File: config.mk
export PLATFORM = sky130hd
export DESIGN_NAME = drom_validator
export DESIGN_NICKNAME = d
export VERILOG_FILES = /design/src/rtl/drom_pkg.sv /design/src/rtl/drom_crc8.sv /design/src/rtl/drom_hdr.sv /design/src/rtl/drom_walk.sv /design/src/rtl/drom_validator.sv
export SDC_FILE = /design/constraint.sdc
export NUM_CORES = 1
export LEC_CHECK = 0
export ABC_AREA = 1
export BUFFER_PORTS_ARGS = -buffer_cell sky130_fd_sc_hd__buf_2
export CAP_MARGIN = 10
export CELL_PAD_IN_SITES_DETAIL_PLACEMENT = 1
export CELL_PAD_IN_SITES_GLOBAL_PLACEMENT = 2
export CORE_UTILIZATION = 35
export CTS_BUF_LIST = sky130_fd_sc_hd__clkbuf_4
export CTS_CLUSTER_DIAMETER = 150
export CTS_CLUSTER_SIZE = 40
export DETAILED_ROUTE_END_ITERATION = 12
export GPL_TIMING_DRIVEN = 0
export HOLD_SLACK_MARGIN = 0.1
export PLACE_DENSITY_LB_ADDON = 0.1
export SETUP_SLACK_MARGIN = 0.5
export SLEW_MARGIN = 20
export SYNTH_ARGS = -nofsm -noshare
export SYNTH_HDL_FRONTEND = slang
export SYNTH_HIERARCHICAL = 1
export SYNTH_SLANG_ARGS = --single-unit
File: constraint.sdc
create_clock -name clk -period 5.9 [get_ports clk]
set_input_delay 1.77 -clock clk [delete_from_list [all_inputs] [get_ports clk]]
set_output_delay 1.77 -clock clk [all_outputs]
set_load 0.005 [all_outputs]
File: src/rtl/drom_pkg.sv
package drom_pkg;
  localparam int HDR_LEN        = 22;
  localparam int LEN_BIAS       = 13;
  localparam int UID_FIRST      = 1;
  localparam int UID_LAST       = 8;
  localparam int REV_POS        = 13;
  localparam int LEN_LO_POS     = 14;
  localparam int LEN_HI_POS     = 15;
  localparam int VID_POS        = 16;
  localparam int MID_POS        = 18;
  localparam int REV_MAX        = 2;
  localparam int LEN_W          = 10;
  localparam int IDX_W          = 6;
  localparam int PORT_ENTRY_LEN = 8;
  localparam logic [7:0] CRC_POLY = 8'h07;
  localparam logic [7:0] CRC_SEED = 8'hFF;

  function automatic logic [7:0] crc8_byte(input logic [7:0] c, input logic [7:0] d);
    logic [7:0] v;
    v = c ^ d;
    for (int i = 0; i < 8; i++) begin
      v = v[7] ? ((v << 1) ^ CRC_POLY) : (v << 1);
    end
    return v;
  endfunction
endpackage

File: src/rtl/drom_crc8.sv
module drom_crc8 (
  input  logic       clk,
  input  logic       rst,
  input  logic       seed_ld,
  input  logic       upd,
  input  logic [7:0] din,
  output logic [7:0] crc_nxt
);
  import drom_pkg::*;
  logic [7:0] crc_q;

  assign crc_nxt = crc8_byte(crc_q, din);

  always_ff @(posedge clk) begin
    if (rst)          crc_q <= CRC_SEED;
    else if (seed_ld) crc_q <= CRC_SEED;
    else if (upd)     crc_q <= crc_nxt;
  end
endmodule

File: src/rtl/drom_hdr.sv
module drom_hdr #(
  parameter int ADDR_W = 11
) (
  input  logic                         clk,
  input  logic                         rst,
  input  logic                         in_valid,
  input  logic [ADDR_W-1:0]            in_addr,
  input  logic [7:0]                   in_data,
  input  logic [7:0]                   crc_nxt,
  output logic                         crc_ld,
  output logic                         crc_upd,
  output logic                         header_error,
  output logic                         rev_warn,
  output logic [drom_pkg::LEN_W-1:0]   data_len,
  output logic [15:0]                  vendor_id,
  output logic [15:0]                  model_id,
  output logic [ADDR_W-1:0]            img_size,
  output logic                         hdr_ok
);
  import drom_pkg::*;
  localparam logic [ADDR_W-1:0] A_ZERO  = '0;
  localparam logic [ADDR_W-1:0] A_UID0  = ADDR_W'(UID_FIRST);
  localparam logic [ADDR_W-1:0] A_UID1  = ADDR_W'(UID_LAST);
  localparam logic [ADDR_W-1:0] A_REV   = ADDR_W'(REV_POS);
  localparam logic [ADDR_W-1:0] A_LLO   = ADDR_W'(LEN_LO_POS);
  localparam logic [ADDR_W-1:0] A_LHI   = ADDR_W'(LEN_HI_POS);
  localparam logic [ADDR_W-1:0] A_VLO   = ADDR_W'(VID_POS);
  localparam logic [ADDR_W-1:0] A_VHI   = ADDR_W'(VID_POS + 1);
  localparam logic [ADDR_W-1:0] A_MLO   = ADDR_W'(MID_POS);
  localparam logic [ADDR_W-1:0] A_MHI   = ADDR_W'(MID_POS + 1);
  localparam logic [ADDR_W-1:0] A_LAST  = ADDR_W'(HDR_LEN - 1);
  localparam logic [LEN_W-1:0]  MIN_LEN = LEN_W'(HDR_LEN - LEN_BIAS);

  logic [7:0]       ref_q;
  logic [7:0]       len_lo;
  logic             active;
  logic [LEN_W-1:0] len_now;

  assign crc_ld   = in_valid && (in_addr == A_ZERO);
  assign crc_upd  = in_valid && (in_addr >= A_UID0) && (in_addr <= A_UID1);
  assign len_now  = {in_data[LEN_W-9:0], len_lo};
  assign img_size = ADDR_W'(data_len) + ADDR_W'(LEN_BIAS);

  always_ff @(posedge clk) begin
    if (rst) begin
      ref_q <= '0; len_lo <= '0; active <= 1'b0;
      header_error <= 1'b0; rev_warn <= 1'b0; hdr_ok <= 1'b0;
      data_len <= '0; vendor_id <= '0; model_id <= '0;
    end else begin
      hdr_ok <= 1'b0;
      if (in_valid) begin
        if (in_addr == A_ZERO) begin
          ref_q <= in_data; active <= 1'b1;
          header_error <= 1'b0; rev_warn <= 1'b0;
          data_len <= '0; vendor_id <= '0; model_id <= '0;
        end else if (active) begin
          case (in_addr)
            A_UID1: if (crc_nxt != ref_q) begin
              header_error <= 1'b1; active <= 1'b0;
            end
            A_REV: rev_warn <= (in_data > 8'(REV_MAX));
            A_LLO: len_lo <= in_data;
            A_LHI: begin
              data_len <= len_now;
              if (len_now < MIN_LEN) begin
                header_error <= 1'b1; active <= 1'b0;
              end
            end
            A_VLO: vendor_id[7:0]  <= in_data;
            A_VHI: vendor_id[15:8] <= in_data;
            A_MLO: model_id[7:0]   <= in_data;
            A_MHI: model_id[15:8]  <= in_data;
            A_LAST: begin hdr_ok <= 1'b1; active <= 1'b0; end
            default: ;
          endcase
        end
      end
    end
  end
endmodule

File: src/rtl/drom_walk.sv
module drom_walk #(
  parameter int ADDR_W = 11
) (
  input  logic                       clk,
  input  logic                       rst,
  input  logic                       in_valid,
  input  logic [ADDR_W-1:0]          in_addr,
  input  logic [7:0]                 in_data,
  input  logic [drom_pkg::IDX_W-1:0] max_port,
  input  logic [ADDR_W-1:0]          img_size,
  input  logic                       hdr_ok,
  output logic                       entry_valid,
  output logic                       entry_type,
  output logic                       entry_disabled,
  output logic [drom_pkg::IDX_W-1:0] entry_index,
  output logic [7:0]                 entry_len,
  output logic                       overrun_error,
  output logic                       size_error,
  output logic                       walk_done
);
  import drom_pkg::*;
  localparam logic [ADDR_W-1:0] A_FIRST = ADDR_W'(HDR_LEN);

  logic              walking, hdr_exp, pend, live, last_byte, len_bad;
  logic              is_port, is_dis, skip, bad_size;
  logic [IDX_W-1:0]  idx;
  logic [ADDR_W-1:0] nxt;
  logic [7:0]        elen;
  logic [ADDR_W:0]   end_sum;

  assign live      = walking || hdr_ok;
  assign last_byte = (in_addr == img_size - 1'b1);
  assign end_sum   = {1'b0, in_addr} + (ADDR_W + 1)'(in_data);
  assign len_bad   = last_byte || (in_data == 8'd0) || (end_sum > {1'b0, img_size});
  assign is_port   = in_data[7];
  assign is_dis    = in_data[6];
  assign idx       = in_data[IDX_W-1:0];
  assign skip      = is_port && (idx > max_port);
  assign bad_size  = is_port && !is_dis && (elen != 8'(PORT_ENTRY_LEN));

  always_ff @(posedge clk) begin
    if (rst) begin
      walking <= 1'b0; hdr_exp <= 1'b0; pend <= 1'b0; nxt <= A_FIRST; elen <= '0;
      entry_valid <= 1'b0; entry_type <= 1'b0; entry_disabled <= 1'b0;
      entry_index <= '0; entry_len <= '0;
      overrun_error <= 1'b0; size_error <= 1'b0; walk_done <= 1'b0;
    end else begin
      entry_valid <= 1'b0;
      walk_done   <= pend;
      pend        <= 1'b0;
      if (in_valid && in_addr == '0) begin
        walking <= 1'b0; hdr_exp <= 1'b0; nxt <= A_FIRST;
        overrun_error <= 1'b0; size_error <= 1'b0;
      end else begin
        if (hdr_ok) walking <= 1'b1;
        if (hdr_ok && img_size == A_FIRST) begin
          walking <= 1'b0; pend <= 1'b1;
        end else if (live && in_valid) begin
          if (in_addr == nxt) begin
            if (len_bad) begin
              overrun_error <= 1'b1; walking <= 1'b0; pend <= 1'b1;
            end else begin
              elen <= in_data; nxt <= in_addr + ADDR_W'(in_data); hdr_exp <= 1'b1;
            end
          end else begin
            if (hdr_exp) begin
              hdr_exp <= 1'b0;
              if (!skip) begin
                if (bad_size) begin
                  size_error <= 1'b1;
                end else begin
                  entry_valid <= 1'b1; entry_type <= is_port; entry_disabled <= is_dis;
                  entry_index <= idx; entry_len <= elen;
                end
              end
            end
            if (last_byte || (hdr_exp && !skip && bad_size)) begin
              walking <= 1'b0; pend <= 1'b1;
            end
          end
        end
      end
    end
  end
endmodule

File: src/rtl/drom_validator.sv
module drom_validator #(
  parameter int ADDR_W = 11
) (
  input  logic              clk,
  input  logic              rst,
  input  logic              in_valid,
  input  logic [ADDR_W-1:0] in_addr,
  input  logic [7:0]        in_data,
  input  logic [5:0]        max_port,
  output logic              header_error,
  output logic              rev_warn,
  output logic [9:0]        data_len,
  output logic [15:0]       vendor_id,
  output logic [15:0]       model_id,
  output logic              entry_valid,
  output logic              entry_type,
  output logic              entry_disabled,
  output logic [5:0]        entry_index,
  output logic [7:0]        entry_len,
  output logic              overrun_error,
  output logic              size_error,
  output logic              walk_done
);
  logic              crc_ld, crc_upd, hdr_ok;
  logic [7:0]        crc_nxt;
  logic [ADDR_W-1:0] img_size;

  drom_crc8 u_crc (
    .clk(clk), .rst(rst), .seed_ld(crc_ld), .upd(crc_upd), .din(in_data), .crc_nxt(crc_nxt)
  );

  drom_hdr #(.ADDR_W(ADDR_W)) u_hdr (
    .clk(clk), .rst(rst), .in_valid(in_valid), .in_addr(in_addr), .in_data(in_data),
    .crc_nxt(crc_nxt), .crc_ld(crc_ld), .crc_upd(crc_upd),
    .header_error(header_error), .rev_warn(rev_warn), .data_len(data_len),
    .vendor_id(vendor_id), .model_id(model_id), .img_size(img_size), .hdr_ok(hdr_ok)
  );

  drom_walk #(.ADDR_W(ADDR_W)) u_walk (
    .clk(clk), .rst(rst), .in_valid(in_valid), .in_addr(in_addr), .in_data(in_data),
    .max_port(max_port), .img_size(img_size), .hdr_ok(hdr_ok),
    .entry_valid(entry_valid), .entry_type(entry_type), .entry_disabled(entry_disabled),
    .entry_index(entry_index), .entry_len(entry_len),
    .overrun_error(overrun_error), .size_error(size_error), .walk_done(walk_done)
  );
endmodule

==> results of run 1 <==
-- cells in the mapped netlist, types with 3 or more instances --
cell and n:
nor3b_1 3, buf_2 6, and2_1 3, buf_4 3, nand2_1 278, nor4_1 8
dfxtp_1 112, ha_1 28, inv_1 133, nand4_1 15, nor2_2 5, nand2_4 5
nor2_1 107, buf_6 4, clkbuf_1 7, xor2_1 28, a21oi_1 91, nand3_1 41
nand3_2 3, xnor2_1 18, nor3_1 8, o21ai_1 19, inv_2 14, o21ai_0 36
o21a_1 3, nand2_2 12
-- kinds of logic (layout without fill, tap and decap cells) --
logic type | count (synthesis) | in the layout | share of synthesized area, %
simple gates | 499 | 499 | 32.41
compound gates | 160 | 160 | 12.29
other cells | 0 | 1 | 0
fa+ha+maj | 29 | 29 | 5.444
flops | 112 | 112 | 32.96
buf+inv | 172 | 279 | 10.26
xor+xnor | 49 | 49 | 6.640
-- power groups by stage --
stage	clock [uW]	sequential, uW	combinational (uW)
after global routing	462	759	257
after floorplan	0	773	149
after detailed placement	0	773	229
after global placement	0	773	225
final	412	758	226
after CTS	435	758	230
-- cell type report --
cell class / count / area share, %
diodes: 1 / 0.03235
plain buffers: 22 / 1.715
clock buffers: 9 / 0.8735
clock inverters: 7 / 1.051
inverters: 150 / 7.312
multi-input cells: 737 / 49.94
flip-flops and latches: 112 / 28.99
well taps: 260 / 4.206
repair buffers: 91 / 5.888
-- worst paths after layout --
kind | startpoint | to | slack [ns] | depth (start not counted)
max | in_addr[2] | u_walk/nxt[6] | 1.31 | 22
min | u_walk/pend | u_walk/walk_done | 0.44 | 2
max reg2reg | u_hdr/data_len[1] | u_walk/nxt[6] | 2.53 | 21
min reg2reg | u_walk/pend | u_walk/walk_done | 0.44 | 2
-- worst min-delay path: cells and delay by family, from the launching register on --
kind                   cells  cell delay [ns]
flip-flops                 1             0.34
buffers and inverters      1             0.04
AND/OR/NAND/NOR            1             0.04
-- per-layer routing --
layer | global-route usage, % | share of wire [%]
met5 | 0 | 0
met4 | 5.320 | 1.2
met3 | 3.746 | 2.2
met2 | 38.64 | 49
met1 | 28.24 | 48
-- state kept, by name (all words and copies together), names as in the netlist, 6 cells and up --
name	flops
u_walk/entry_len	8
u_walk/elen	8
u_hdr/model_id	16
u_hdr/vendor_id	16
u_hdr/data_len	10
u_hdr/len_lo	8
u_walk/entry_index	6
u_walk/nxt	11
u_crc/crc_q	8
u_hdr/ref_q	8
-- per-stage QoR --
| stage | std cells | power (uW) | util (%) |
|---|---|---|---|
| after detailed placement | 1372 | 1002 | 40.14 |
| after global placement | 1372 | 998.7 | 40.14 |
| after global routing | 1389 | 1478 | 40.94 |
| final | 1389 | 1396 | 40.94 |
| after floorplan | 1021 | 922.6 | - |
| after CTS | 1388 | 1424 | 40.93 |
-- cells in the final DEF (no fill, tap or decap), types with 9 or more instances in the layout --
master	Yosys	final
inv_1	133	133
a21oi_1	91	91
nand2_1	278	278
nand2_2	12	12
o21ai_0	36	36
inv_2	14	14
buf_2	6	97
nand3_1	41	41
dfxtp_1	112	112
nor2_1	107	107
xor2_1	28	28
nand4_1	15	15
ha_1	28	28
xnor2_1	18	18
o21ai_1	19	19
clkbuf_4	0	9
==> results_dict.tcl, run 1 <==
set metrics [dict create \
    cpPeakStageDelay_ns 0.40 \
    worst_slack_ns 1.314 \
    place_ws_ns 0.7754 \
    insertion_delay_ns 0.52 \
    synth_top_area_cell "dfxtp_1" \
    slowest_stage "ha_1" \
    drtIter0Drc 209 \
    yosysTopAreaCellShare_pct 32.96 \
    cts_buffers 9 \
    die_y_um 141.4 \
    grt_pass1_wl_mm 34.09 \
    syn_inst 1021 \
    seqPwrFrac_pct 54.3 \
    detail-route-antenna-nets 0 \
    place.gp.congestion 0.7977 \
    grt_max_degree 23 \
    via_per_inst 4.763 \
    worstPathCellList "buf_2 -> ha_1 -> a21oi_1 -> nand2_1 -> a21boi_1 -> o21ai_0 -> xor2_1 -> ha_1 -> a21oi_1 -> o21a_1 -> nand2_1 -> nand2_1 -> nand2_1 -> nand2_1 -> nand2_1 -> nand2_1 -> nand3_2 -> inv_4 -> nand2_4 -> buf_6 -> o21ai_1 -> nor2_1" \
    path_class "input port to register" \
    p_clk_share_pct 29.5 \
    cpLargestDelayFamily "compound AO/OA/AOI/OAI gates" \
    wirelength_mm 21.41 \
    synth_cell_types 49 \
    synth-edff-count 0 \
    end_kind "register" \
    first_pass_iters 4 \
    hold_class "register to register" \
    start_kind "input port" \
    start_util_pct 36.01 \
    ys_ff_latch 112 \
    fin_tns_setup_ns 0 \
    synthTopCellsByArea "dfxtp_1 33%, nand2_1 15%, inv_1 7.3%" \
    syn_area_per_cell_um2 6.663 \
    max-vdd-ir-drop_uv 123.0 \
    coreArea_um2 18890 \
    num_vias 6616 \
    worst-path-max-fanout 10 \
    track_usage_pct 22.10 \
    clkTransAtPathRegs_ns 0.17 \
    syn-cell-area_um2 6803 \
    min_period_over_period_pct 77.73 \
    dp_hpwl_mm 16.67 \
    whs_ns 0.4405 \
    fin_nets 1180 \
    die_x_um 141.4 \
    syn-num-nets 1078 \
    seq_area_frac_synth_pct 32.96 \
    cp_num_buf_inv 3 \
    slew_violations 0 \
    drv_cap 0 \
    htree_levels 3 \
    p_switching_uw 458.9 \
    cts.repair.resized 0 \
    die_area_um2 20000 \
    drive_above_1_share_pct 15.25 \
    port-buffer-count 91 \
    regArea_um2 2242 \
    async_flop_share_pct 0 \
    root_buffer "clkbuf_4" \
    status "complete, no violations" \
    clk_path_buf_depth 2 \
    synth_flop_cell "dfxtp_1" \
    maxSlewHeadroom_pct 60.90 \
    fmax_mhz 218.1 \
    required_ns 6.31 \
    wl_per_cell_um 15.42 \
    fin_area_um2 7735 \
    power.leakage_uw 0.003850 \
    setup_violations 0 \
    yosysWarnings 6 \
    swShare_pct 32.88 \
    worstMarginPinSlew_ns 0.5820 \
    ios 92 \
    comb_power_share_pct 16.2 \
    p_int_uw 936.7 \
    hold_viol 0 \
    drc 0 \
    cts_hold_buf 0 \
    cpMostUsedCell "nand2_1" \
    placed_area_um2 7584 \
    layout_min_cycle_time_ns 4.586 \
    cts_tree "built" \
    fillCellCount 2524 \
    grt_overflow_total 0 \
    cts.sinks 112 \
    p_per_area_nw_per_um2 180.4 \
    skew_ns 0.03373 \
    grt_pass1_vias 6558 \
    cts_setup_buffers 0 \
    antenna_found_initial 1 \
    area_growth_pct 13.70 \
    grt_setup_unrepaired "no" \
    cp.arrival_ns 4.99 \
    rows 50 \
    multi_input_area_um2 3862 \
]
(Power assumes the default switching activity.)
==> inputs of run 2 (changes only) <==
Settings changed: CORE_UTILIZATION 35 to 33.
Clock period 5.9 ns to 4.8 ns, I/O delays scaled along.
==> results_dict.tcl, run 2 (same netlist as run 1, synthesis figures left out) <==
set metrics [dict create \
    status "complete, but fails checks" \
    violations "DRC" \
    insertion_delay_ns 0.50 \
    drtIter0Drc 244 \
    area_growth_pct 14.31 \
    swShare_pct 32.53 \
    seqPwrFrac_pct 54.5 \
    start_util_pct 33.62 \
    end_kind "register" \
    die_area_um2 21190 \
    fin_area_um2 7776 \
    final_common_cell "nand2_1" \
    cts_hold_buf 0 \
    min_period_over_period_pct 84.50 \
    num_vias 6545 \
    htree_levels 3 \
    drv_cap 0 \
    grt_pass1_vias 6566 \
    p_switching_uw 556.3 \
    via_per_inst 4.668 \
    max-vdd-ir-drop_uv 114.2 \
    track_usage_pct 21.14 \
    drive_above_1_share_pct 15.77 \
    worst-path-max-fanout 10 \
    dp_hpwl_mm 16.91 \
    p_int_uw 1154 \
    first_pass_iters 8 \
    grt_pass1_wl_mm 34.96 \
    hold_class "register to register" \
    layout_min_cycle_time_ns 4.056 \
    comb_power_share_pct 16.9 \
    root_buffer "clkbuf_4" \
    antenna_found_initial 2 \
    slew_violations 0 \
    grt_max_degree 21 \
    cts.sinks 112 \
    die_x_um 145.6 \
    power.leakage_uw 0.003853 \
    skew_ns 0.03000 \
    required_ns 5.21 \
    placed_area_um2 7596 \
    die_y_um 145.6 \
    drc 1 \
    p_clk_share_pct 28.6 \
    worstMarginPinSlew_ns 0.6640 \
    port-buffer-count 91 \
    detail-route-antenna-nets 0 \
    fmax_mhz 246.5 \
    coreArea_um2 20230 \
    place.gp.congestion 0.7900 \
    rows 52 \
    path_class "input port to register" \
    final_cell_mix "278 x nand2_1, 133 x inv_1, 112 x dfxtp_1" \
    largestRegisters "u_hdr/model_id x16, u_hdr/vendor_id x16, u_walk/nxt x11" \
    grt_overflow_total 0 \
    maxSlewHeadroom_pct 55.57 \
    hold_viol 0 \
    ios 92 \
    clkTransAtPathRegs_ns 0.20 \
    cts_tree "built" \
    p_per_area_nw_per_um2 219.9 \
    fin_tns_setup_ns 0 \
    wl_per_cell_um 15.61 \
    wirelength_mm 21.89 \
    grt_setup_unrepaired "no" \
    cp.arrival_ns 4.47 \
    fin_nets 1181 \
    start_kind "input port" \
    clk_path_buf_depth 2 \
    setup_violations 0 \
    cts_buffers 9 \
]
==> run 2: changes by cell type in the layout (fill, tap and decap cells not counted), sizes merged <==
cell and delta:
clkbuf +3, diode +2, clkinv -1, buf -1
==> run 2: worst max-delay path: stages <==
cell and delay, ns:
clkbuf_4 0.22, ha_2 0.35, a21oi_1 0.15, nand2_1 0.12, a21boi_2 0.24, o21ai_2 0.12
nand3_1 0.09, nand2_1 0.07, xor2_1 0.17, ha_1 0.31, nand2_1 0.08, nor3_1 0.17
and2_1 0.14, inv_1 0.04, nand2_1 0.11, nand3_2 0.13, clkinv_4 0.12, nand2_4 0.06
buf_6 0.15, o21ai_1 0.13, nor2_1 0.05
==> run 2: worst paths after layout <==
kind | from | to | slack (ns) | cells past startpoint
max | in_addr[2] | u_walk/nxt[6] | 0.74 | 21
min | u_walk/pend | u_walk/walk_done | 0.42 | 2
min reg2reg | u_walk/pend | u_walk/walk_done | 0.42 | 2
max reg2reg | u_hdr/data_len[0] | u_walk/entry_index[1] | 1.50 | 16
==> run 2: final cells by class <==
type                            count  area [um2]
Antenna cell                        3       7.507
Buffer                             22       132.6
Clock buffer                       10       75.07
Clock inverter                      6       57.56
Fill cell                        2659       12460
Inverter                          150       568.0
Multi-Input combinational cell    737        3887
Sequential cell                   112        2242
Tap cell                          270       337.8
Timing Repair Buffer               92       467.9
==> run 2: routing by layer <==
metal  GRT usage (%)  routed length, um  share of wire (%)  vias up
met2           37.38              10560                 48       66
met1           27.58              10620                 49     3034
met3           2.727                571                2.6        8
met5               0                  0                  0        -
li1                -                  -                  -     3437
met4           3.947                131               0.60        0
==> run 2: per-stage QoR <==
step | setup WS [ns] | util, % | instances | hold WS (ns) | power [uW]
after floorplan | 0.7584 | - | 1021 | 0.3883 | 1134
after global placement | 0.01958 | 37.54 | 1382 | 0.4251 | 1230
after detailed placement | -0.02346 | 37.54 | 1382 | 0.4338 | 1234
after CTS | 0.5512 | 38.20 | 1398 | 0.4151 | 1731
after global routing | 0.5108 | 38.43 | 1402 | 0.4331 | 1811
final | 0.7439 | 38.43 | 1402 | 0.4161 | 1710
==> run 2: power by group through the flow <==
stage | clock [uW] | sequential, uW | combinational [uW]
final | 489 | 932 | 289
after detailed placement | 0 | 950 | 284
after CTS | 515 | 932 | 285
after global placement | 0 | 950 | 280
after global routing | 549 | 933 | 329
after floorplan | 0 | 950 | 184
==> run 2: timing repair <==
action | CTS | global route
gates resized for setup | 0 | 10
setup buffers | 0 | 1
endpoints found under the hold margin | 0 | 0
endpoints found under the setup margin | 0 | 21
==> inputs of run 3 (changes only) <==
Settings changed: CORE_UTILIZATION 33 to 30.
Clock period 4.8 ns to 3.6 ns, I/O delays scaled along.
==> results_dict.tcl, run 3 (same netlist as run 1, synthesis figures left out) <==
set metrics [dict create \
    layout_min_cycle_time_ns 3.366 \
    final_cells 1440 \
    wl_per_cell_um 16.38 \
    cts_buffers 9 \
    hold_viol 0 \
    power.leakage_uw 0.004108 \
    wirelength_mm 23.59 \
    drv_cap 0 \
    place.gp.congestion 0.7804 \
    path_class "input port to register" \
    final_common_cell "nand2_1" \
    die_area_um2 23280 \
    root_buffer "clkbuf_4" \
    coreArea_um2 22030 \
    end_kind "register" \
    drc 0 \
    area_growth_pct 26.06 \
    cts_tree "built" \
    insertion_delay_ns 0.51 \
    setup_violations 0 \
    p_per_area_nw_per_um2 285.7 \
    total_power_uw 2450 \
    die_y_um 152.6 \
    fin_nets 1211 \
    grt_overflow_total 0 \
    required_ns 4.06 \
    die_x_um 152.6 \
    dp_hpwl_mm 17.65 \
    grt_max_degree 21 \
    rrSetupSlack_ns 0.42 \
    max-vdd-ir-drop_uv 137.2 \
    numPlacedInstances 1392 \
    whs_ns 0.4262 \
    fmax_mhz 297.1 \
    cp.arrival_ns 3.82 \
    grt_pass1_vias 7046 \
    final_cell_mix "267 x nand2_1, 129 x inv_1, 109 x dfxtp_1" \
    via_per_inst 4.678 \
    port-buffer-count 91 \
    ios 92 \
    drtIter0Drc 223 \
    htree_levels 3 \
    worst_slack_ns 0.2340 \
    clkTransAtPathRegs_ns 0.19 \
    fillCellCount 2875 \
    status "complete, no violations" \
    grt_pass1_wl_mm 38.04 \
    min_period_over_period_pct 93.50 \
    rows 54 \
    worstMarginPinSlew_ns 0.7097 \
    cts.sinks 112 \
    skew_ns 0.02780 \
    start_kind "input port" \
    detail-route-antenna-nets 0 \
    fin_tns_setup_ns 0 \
    track_usage_pct 20.92 \
    clk_path_buf_depth 2 \
    slew_violations 0 \
    start_util_pct 30.89 \
    place_ws_ns -0.6823 \
    grt_setup_unrepaired "yes" \
    largestRegisters "u_hdr/model_id x16, u_hdr/vendor_id x16, u_walk/nxt x11" \
    maxSlewHeadroom_pct 52.51 \
    drive_above_1_share_pct 22.78 \
    hold_class "register to register" \
    first_pass_iters 6 \
    worst-path-max-fanout 10 \
    antenna_found_initial 1 \
    num_vias 6737 \
    cts_hold_buf 0 \
]
==> run 3: through the flow <==
stage,utilization (%),area (um2)
4_1_cts,37.72,8308
5_1_grt,38.93,8576
6_report,38.93,8576
2_1_floorplan,-,6872
3_5_place_dp,34.86,7677
3_3_place_gp,34.86,7677
==> run 3: cell type report <==
type	count	area, um2	share of cell area, %
diodes	1	2.502	0.02918
plain buffers	22	165.2	1.926
clock buffers	9	67.56	0.7879
clock inverters	7	85.08	0.9921
inverters	150	565.5	6.595
multi-input cells	737	4213	49.12
flip-flops and latches	112	2246	26.19
well taps	280	350.3	4.085
repair buffers	122	880.8	10.27
==> run 3: path summary, 6_finish.rpt <==
path                      end         startpoint  cells after the start
max            u_walk/elen[2]         in_data[1]                     24
min          u_walk/walk_done        u_walk/pend                      2
max reg2reg    u_walk/elen[2]  u_hdr/data_len[1]                     21
min reg2reg  u_walk/walk_done        u_walk/pend                      2
==> run 3: report_power, final <==
| group | switching, uW | internal (uW) | leakage, uW | total [uW] |
|---|---|---|---|---|
| combinational | 300 | 212 | 0.00312 | 512 |
| sequential | 0.284 | 1240 | 0.000904 | 1240 |
| clock | 473 | 224 | 0.0000801 | 696 |
==> run 3: timing repair <==
action	4_1_cts	5_1_grt
pin swaps	21	27
setup endpoints to repair	39	39
gates resized for setup	72	46
buffers inserted	21	9
cloned	1	0
==> run 3: worst max-delay path, stage by stage <==
cell      delay, ns
buf_8          0.13
ha_2           0.32
nand3_2        0.06
nand2_2        0.08
a21boi_2       0.07
o21ai_2        0.23
nand3_1        0.13
nand2_2        0.10
xor2_2         0.20
ha_1           0.29
nand2_2        0.09
inv_1          0.04
nand2_1        0.05
nand2_1        0.05
nand2_1        0.05
nand2_1        0.06
nand2_2        0.11
nand3_4        0.09
inv_4          0.10
buf_6          0.11
nand3_4        0.12
nand2_2        0.10
inv_2          0.04
nor2_2         0.10
==> run 3: layer usage <==
layer	share of wire (%)	up-vias	GRT usage [%]
li1	-	3481	-
met1	47	3173	26.29
met2	50	64	37.66
met3	2.2	19	2.816
met4	1.2	0	4.810
met5	0	-	0
